$ cat src/rtl/gshare_pkg.sv
package gshare_pkg;

  typedef logic [1:0] ctr_t;

  // weakly not-taken starting point for every counter
  localparam ctr_t CTR_INIT = 2'd1;
  localparam ctr_t CTR_MAX  = 2'd3;
  localparam ctr_t CTR_MIN  = 2'd0;

  // saturating up/down step of one counter
  function automatic ctr_t ctr_step(input ctr_t c, input logic taken);
    ctr_t n;
    if (taken) n = (c == CTR_MAX) ? c : c + 2'd1;
    else       n = (c == CTR_MIN) ? c : c - 2'd1;
    return n;
  endfunction

  // upper half of the count range predicts taken
  function automatic logic ctr_dir(input ctr_t c);
    return c[1];
  endfunction

endpackage

$ cat src/rtl/gshare_history.sv
module gshare_history #(
  parameter int HIST_W = 10
) (
  input  logic              clk,
  input  logic              rst,
  input  logic              shift_en,
  input  logic              shift_bit,
  output logic [HIST_W-1:0] hist_q
);

  generate
    if (HIST_W == 1) begin : g_one
      always_ff @(posedge clk) begin
        if (rst)           hist_q <= '0;
        else if (shift_en) hist_q <= shift_bit;
      end
    end else begin : g_many
      always_ff @(posedge clk) begin
        if (rst)           hist_q <= '0;
        else if (shift_en) hist_q <= {hist_q[HIST_W-2:0], shift_bit};
      end

      // older outcomes move up by one place on an update
      a_r1_shift_up: assert property (@(posedge clk) disable iff (rst)
        shift_en |=> hist_q[HIST_W-1:1] == $past(hist_q[HIST_W-2:0]));
    end
  endgenerate

  // the newest outcome lands in bit 0
  a_r1_newest_lsb: assert property (@(posedge clk) disable iff (rst)
    shift_en |=> hist_q[0] == $past(shift_bit));

  // no update, no change
  a_r1_hold: assert property (@(posedge clk) disable iff (rst)
    !shift_en |=> $stable(hist_q));

endmodule

$ cat src/rtl/gshare_index_hash.sv
module gshare_index_hash #(
  parameter int HIST_W    = 10,
  parameter int ADDR_BITS = 10,
  parameter int IDX_W     = 10
) (
  input  logic [ADDR_BITS-1:0] addr_field,
  input  logic [HIST_W-1:0]    hist,
  output logic [IDX_W-1:0]     idx
);

  logic [IDX_W-1:0] addr_ext;
  logic [IDX_W-1:0] hist_ext;

  generate
    if (ADDR_BITS == IDX_W) begin : g_addr_full
      assign addr_ext = addr_field;
    end else begin : g_addr_pad
      assign addr_ext = {{(IDX_W-ADDR_BITS){1'b0}}, addr_field};
    end
    if (HIST_W == IDX_W) begin : g_hist_full
      assign hist_ext = hist;
    end else begin : g_hist_pad
      assign hist_ext = {{(IDX_W-HIST_W){1'b0}}, hist};
    end
  endgenerate

  assign idx = addr_ext ^ hist_ext;

endmodule

$ cat src/rtl/gshare_pht.sv
module gshare_pht
  import gshare_pkg::*;
#(
  parameter int IDX_W = 10
) (
  input  logic             clk,
  input  logic             rst,
  input  logic [IDX_W-1:0] rd_idx,
  output ctr_t             rd_ctr,
  input  logic             wr_en,
  input  logic [IDX_W-1:0] wr_idx,
  input  logic             wr_taken
);

  localparam int ENTRIES = 1 << IDX_W;

  ctr_t cnt_q [ENTRIES];
  ctr_t wr_old;

  assign rd_ctr = cnt_q[rd_idx];
  assign wr_old = cnt_q[wr_idx];

  always_ff @(posedge clk) begin
    if (rst) begin
      for (int i = 0; i < ENTRIES; i++) cnt_q[i] <= CTR_INIT;
    end else if (wr_en) begin
      cnt_q[wr_idx] <= ctr_step(wr_old, wr_taken);
    end
  end

  // a taken outcome never lowers the trained counter
  a_r4_taken_no_drop: assert property (@(posedge clk) disable iff (rst)
    (wr_en && wr_taken) |=> cnt_q[$past(wr_idx)] >= $past(wr_old));

  // a not-taken outcome never raises the trained counter
  a_r4_nt_no_rise: assert property (@(posedge clk) disable iff (rst)
    (wr_en && !wr_taken) |=> cnt_q[$past(wr_idx)] <= $past(wr_old));

  // a taken update below the top moves the counter up by exactly one
  a_r4_taken_step: assert property (@(posedge clk) disable iff (rst)
    (wr_en && wr_taken && wr_old != CTR_MAX) |=>
      cnt_q[$past(wr_idx)] == $past(wr_old) + 2'd1);

  // a not-taken update above the floor moves the counter down by exactly one
  a_r4_nt_step: assert property (@(posedge clk) disable iff (rst)
    (wr_en && !wr_taken && wr_old != CTR_MIN) |=>
      cnt_q[$past(wr_idx)] == $past(wr_old) - 2'd1);

endmodule

$ cat src/rtl/gshare_predictor.sv
module gshare_predictor
  import gshare_pkg::*;
#(
  parameter int HIST_W    = 10,
  parameter int ADDR_BITS = 10,
  parameter int ADDR_LSB  = 2
) (
  input  logic                                clk,
  input  logic                                rst,
  input  logic [ADDR_LSB+ADDR_BITS-1:ADDR_LSB] pred_addr,
  output logic                                pred_taken,
  output logic [HIST_W-1:0]                   pred_hist,
  input  logic                                upd_valid,
  input  logic [ADDR_LSB+ADDR_BITS-1:ADDR_LSB] upd_addr,
  input  logic                                upd_taken,
  input  logic [HIST_W-1:0]                   upd_hist
);

  localparam int IDX_W = (HIST_W > ADDR_BITS) ? HIST_W : ADDR_BITS;

  logic [HIST_W-1:0]    ghist_q;
  logic [IDX_W-1:0]     rd_idx;
  logic [IDX_W-1:0]     wr_idx;
  logic [ADDR_BITS-1:0] pred_field;
  logic [ADDR_BITS-1:0] upd_field;
  ctr_t                 rd_ctr;

  assign pred_field = pred_addr;
  assign upd_field  = upd_addr;

  gshare_history #(.HIST_W(HIST_W)) hist_i (
    .clk       (clk),
    .rst       (rst),
    .shift_en  (upd_valid),
    .shift_bit (upd_taken),
    .hist_q    (ghist_q)
  );

  gshare_index_hash #(.HIST_W(HIST_W), .ADDR_BITS(ADDR_BITS), .IDX_W(IDX_W)) rd_hash_i (
    .addr_field (pred_field),
    .hist       (ghist_q),
    .idx        (rd_idx)
  );

  gshare_index_hash #(.HIST_W(HIST_W), .ADDR_BITS(ADDR_BITS), .IDX_W(IDX_W)) wr_hash_i (
    .addr_field (upd_field),
    .hist       (upd_hist),
    .idx        (wr_idx)
  );

  gshare_pht #(.IDX_W(IDX_W)) pht_i (
    .clk      (clk),
    .rst      (rst),
    .rd_idx   (rd_idx),
    .rd_ctr   (rd_ctr),
    .wr_en    (upd_valid),
    .wr_idx   (wr_idx),
    .wr_taken (upd_taken)
  );

  assign pred_taken = ctr_dir(rd_ctr);
  assign pred_hist  = ghist_q;

  // with no update the prediction for a held address is unchanged
  a_r8_steady_pred: assert property (@(posedge clk) disable iff (rst)
    (!upd_valid && $stable(pred_addr)) |-> $stable(pred_taken) || $past(upd_valid) || $past(rst));

  // the reported history changes only after an update
  a_r1_hist_port: assert property (@(posedge clk) disable iff (rst)
    !upd_valid |=> $stable(pred_hist));

endmodule

$ cat config.mk
export PLATFORM = sky130hd
export DESIGN_NAME = gshare_predictor
export DESIGN_NICKNAME = d
export VERILOG_FILES = /design/src/rtl/gshare_pkg.sv /design/src/rtl/gshare_history.sv /design/src/rtl/gshare_index_hash.sv /design/src/rtl/gshare_pht.sv /design/src/rtl/gshare_predictor.sv
export SDC_FILE = /design/constraint.sdc
export NUM_CORES = 2
export LEC_CHECK = 0
export ABC_AREA = 0
export ABC_CLOCK_PERIOD_IN_PS = 10050
export BUFFER_PORTS_ARGS = -buffer_cell sky130_fd_sc_hd__buf_2
export CORE_ASPECT_RATIO = 1.1
export CORE_MARGIN = 8
export CORE_UTILIZATION = 40
export DETAILED_ROUTE_END_ITERATION = 8
export PLACE_DENSITY_LB_ADDON = 0.3
export SETUP_SLACK_MARGIN = 0.5
export SLEW_MARGIN = 20
export SYNTH_ARGS = -nofsm -noshare
export SYNTH_HDL_FRONTEND = slang
export SYNTH_SLANG_ARGS = --single-unit
$ cat constraint.sdc
create_clock -name clk -period 10.05 [get_ports clk]
set_clock_uncertainty 0.05 [all_clocks]
set_input_delay 1.005 -clock clk [delete_from_list [all_inputs] [get_ports clk]]
set_output_delay 1.005 -clock clk [all_outputs]
set_load 0.02 [all_outputs]
==> impl_metrics.env <==
export IMPL_drc=1
export IMPL_first_global_vias=86200
export IMPL_syn_to_final_growth_pct=8.63
export IMPL_avgSynthCellArea_sq_um=12.2
export IMPL_layout_setup_ws_ns=2.92
export IMPL_clock_path_buffers=4
export IMPL_synth_nets=9286
export IMPL_ys_warn_count=0
export IMPL_fin_tns_setup_ns=0
export IMPL_holdWs_ns=0.292
export IMPL_ys_ff_latch=2058
export IMPL_finalHoldViolations=0
export IMPL_post_route_cells_drive_above_1_share_pct=18.1
export IMPL_grt_usage_pct=32.2
export IMPL_synthAdderAreaFrac_pct=0.0199
export IMPL_min_delay_path_class="input port to flip-flop"
export IMPL_fin_cells=12600
export IMPL_setup_viol=0
export IMPL_yosys_area_share_simple_pct=14.3
export IMPL_fin_crit_sh_pct=70.9
export IMPL_netlist_instances=9252
export IMPL_die_area_sq_um=300000
export IMPL_vias=91500
export IMPL_final_common_cell="edfxtp_1"
export IMPL_post_route_util_pct=43.7
export IMPL_die_w_microns=523
export IMPL_synth_edff_count=2048
export IMPL_cts_tree="built"
export IMPL_final_cell_mix="2048 x edfxtp_1, 1039 x nand3_1, 876 x a21o_1"
export IMPL_grt_pass1_wl_mm=687
export IMPL_postLayoutCellArea_sq_um=123000
export IMPL_placed_cells=12100
export IMPL_rsz0062_at_grt="no"
export IMPL_cts_buffers=220
export IMPL_coreArea_sq_um=281000
export IMPL_synth_compound_area_share_pct=11.1
export IMPL_final_nets=8671
export IMPL_start_kind="input port"
export IMPL_power_density_nw_per_um2=185
export IMPL_tightestPinTransition_ns=1.37
export IMPL_async_reset_ff_share_pct=0
export IMPL_via_per_inst=7.29
export IMPL_hpwl_mm=287
export IMPL_max_slew_margin_pct=8.40
export IMPL_die_h_microns=573
export IMPL_first_pass_iters=9
export IMPL_rows=204
export IMPL_yosys_mux_area_fraction_pct=13.8
export IMPL_drt_wl_total_mm=504
export IMPL_p_leak_nw=40.7
export IMPL_drtAntennaViolNets=0
export IMPL_cts_sinks=2058
export IMPL_run_status="finished with violations"
export IMPL_ir_worst_vdd_mv=0.213
export IMPL_timing_final_max_slew_violations=0
export IMPL_fillerInstances=25500
export IMPL_postPlaceCellArea_sq_um=116000
export IMPL_io_buffers=44
export IMPL_cp_arrival_ns=7.65
export IMPL_synth_top_family_by_area="simple AND/OR/NAND/NOR gates"
export IMPL_htree_levels=4
export IMPL_crit_fanout=78
export IMPL_grt_start_max_net_pins=171
export IMPL_io_pins=45
export IMPL_holdBufCountCts=0
export IMPL_post_cts_resized=0
export IMPL_clock_latency_ns=0.93
export IMPL_drtIter0Drc=17700
export IMPL_mappedNetlistArea_sq_um=113000
export IMPL_period_needed_ns=7.13
export IMPL_antenna_found_initial=42
export IMPL_wl_per_cell_microns=40.1
export IMPL_synth_distinct_cells=67
export IMPL_clk_pin_slew_ns=0.07
export IMPL_synth_xor_xnor_area_share_pct=0.280
export IMPL_worstSetupPathType="input port to flip-flop"
export IMPL_crit_required_ns=10.58
export IMPL_initial_core_util_pct=40.2
export IMPL_cts_root_buffer="clkbuf_16"
export IMPL_violations="design-rule violations"
export IMPL_critPathCaptureType="flip-flop"
export IMPL_pre_cts_slack_ns=2.33
export IMPL_yosysSeqAreaShare_pct=54.7
export IMPL_max_freq_mhz=140
export IMPL_cts_setup_buffers=0
export IMPL_maxCapViolCount=0
export IMPL_p_total_mw=22.7
export IMPL_overflow=0
export IMPL_place_congestion=0.969
export IMPL_synthFlopType="edfxtp_1"
## Yosys cell counts (all sizes together), types with 3 or more instances
master   count  area share [%]
nand2b      71            0.39
a21o       876             5.8
a2111oi     17            0.14
mux2i      623             5.5
nand4       26            0.14
or3          3           0.017
mux4       414             8.3
o21ai       41            0.18
o21bai      84            0.56
o211ai      13           0.086
a222oi       6           0.053
xnor2       16            0.14
nor2       267            0.89
nor4       102            0.57
a22o         5           0.039
o22ai      257             1.4
nor3       942             5.5
o2111ai      4           0.031
o32ai       36            0.28
o32a         6           0.053
a211oi       3           0.020
a221o        4           0.035
or4         15            0.10
o311ai       3           0.023
o41ai       13            0.10
dfxtp       10            0.18
and2         3           0.017
xor2        15            0.14
edfxtp    2048              54
nand2      608             2.0
o221ai      33            0.26
buf        454             3.2
a21oi      254             1.1
clkbuf     801             2.7
a22oi       67            0.45
a221oi      13            0.10
a31o         3           0.023
a31oi       30            0.17
nand3     1049             4.7
## final cells by class
cell class              count  area, sq um  area share (%)
diodes                     45          113          0.0918
clock buffers             270         5710            4.66
clock inverters           114         1080           0.881
inverters                   1         3.75         0.00306
multi-input cells        5938        45700            37.3
flip-flops and latches   2058        61700            50.3
well taps                3708         4640            3.78
repair buffers            418         3670            2.99
## flip-flops by register name, summed over array words and instances, names as in the netlist
signal and count:
hist_i.hist_q 10, pht_i.cnt_q 2048
## per-layer routing
metal	GRT usage, %	vias to the layer above	part of all wire [%]
met4	27.6	24	10
met2	46.0	8997	42
met1	38.7	45500	32
li1	-	34500	-
met5	0	-	0.031
met3	10.9	2414	16
## worst max-delay path, stage by stage
cell and delay [ns]:
buf_2 0.19, xor2_4 0.68, buf_4 0.54, buf_4 0.50
nor2_4 0.24, buf_4 0.34, a221oi_1 0.43, a31oi_1 0.26
nor4_1 1.13, o22a_1 0.46, and4_4 0.27, maj3_4 0.61
buf_12 0.31, buf_12 0.37, nor3_1 0.10
## logic make-up after synthesis
group / count (synthesis)
AND/OR/NAND/NOR: 3090
flip-flops: 2058
AO/OA/AOI/OAI: 1778
buffers and inverters: 1256
multiplexers: 1037
XOR/XNOR: 31
adder cells (fa/ha/maj): 2
## final timing paths
| check | depth (start not counted) | slack, ns | startpoint | end |
|---|---|---|---|---|
| worst max-delay path | 15 | 2.92 | upd_hist[1] | pht_i.cnt_q[73][1] |
| worst min-delay path | 3 | 0.29 | upd_taken | hist_i.hist_q[0] |
| worst max register to register | 11 | 4.42 | pht_i.cnt_q[43][0] | pht_i.cnt_q[73][1] |
| worst min register to register | 2 | 0.51 | hist_i.hist_q[8] | hist_i.hist_q[8] |
## power by group
part | switching [mW] | total [mW] | internal [mW]
Sequential | 0.108 | 9.72 | 9.61
Combinational | 3.64 | 4.84 | 1.21
Clock | 3.56 | 8.10 | 4.54
Total | 7.30 | 22.7 | 15.4
Note: power is estimated with default switching activity, not from simulation.
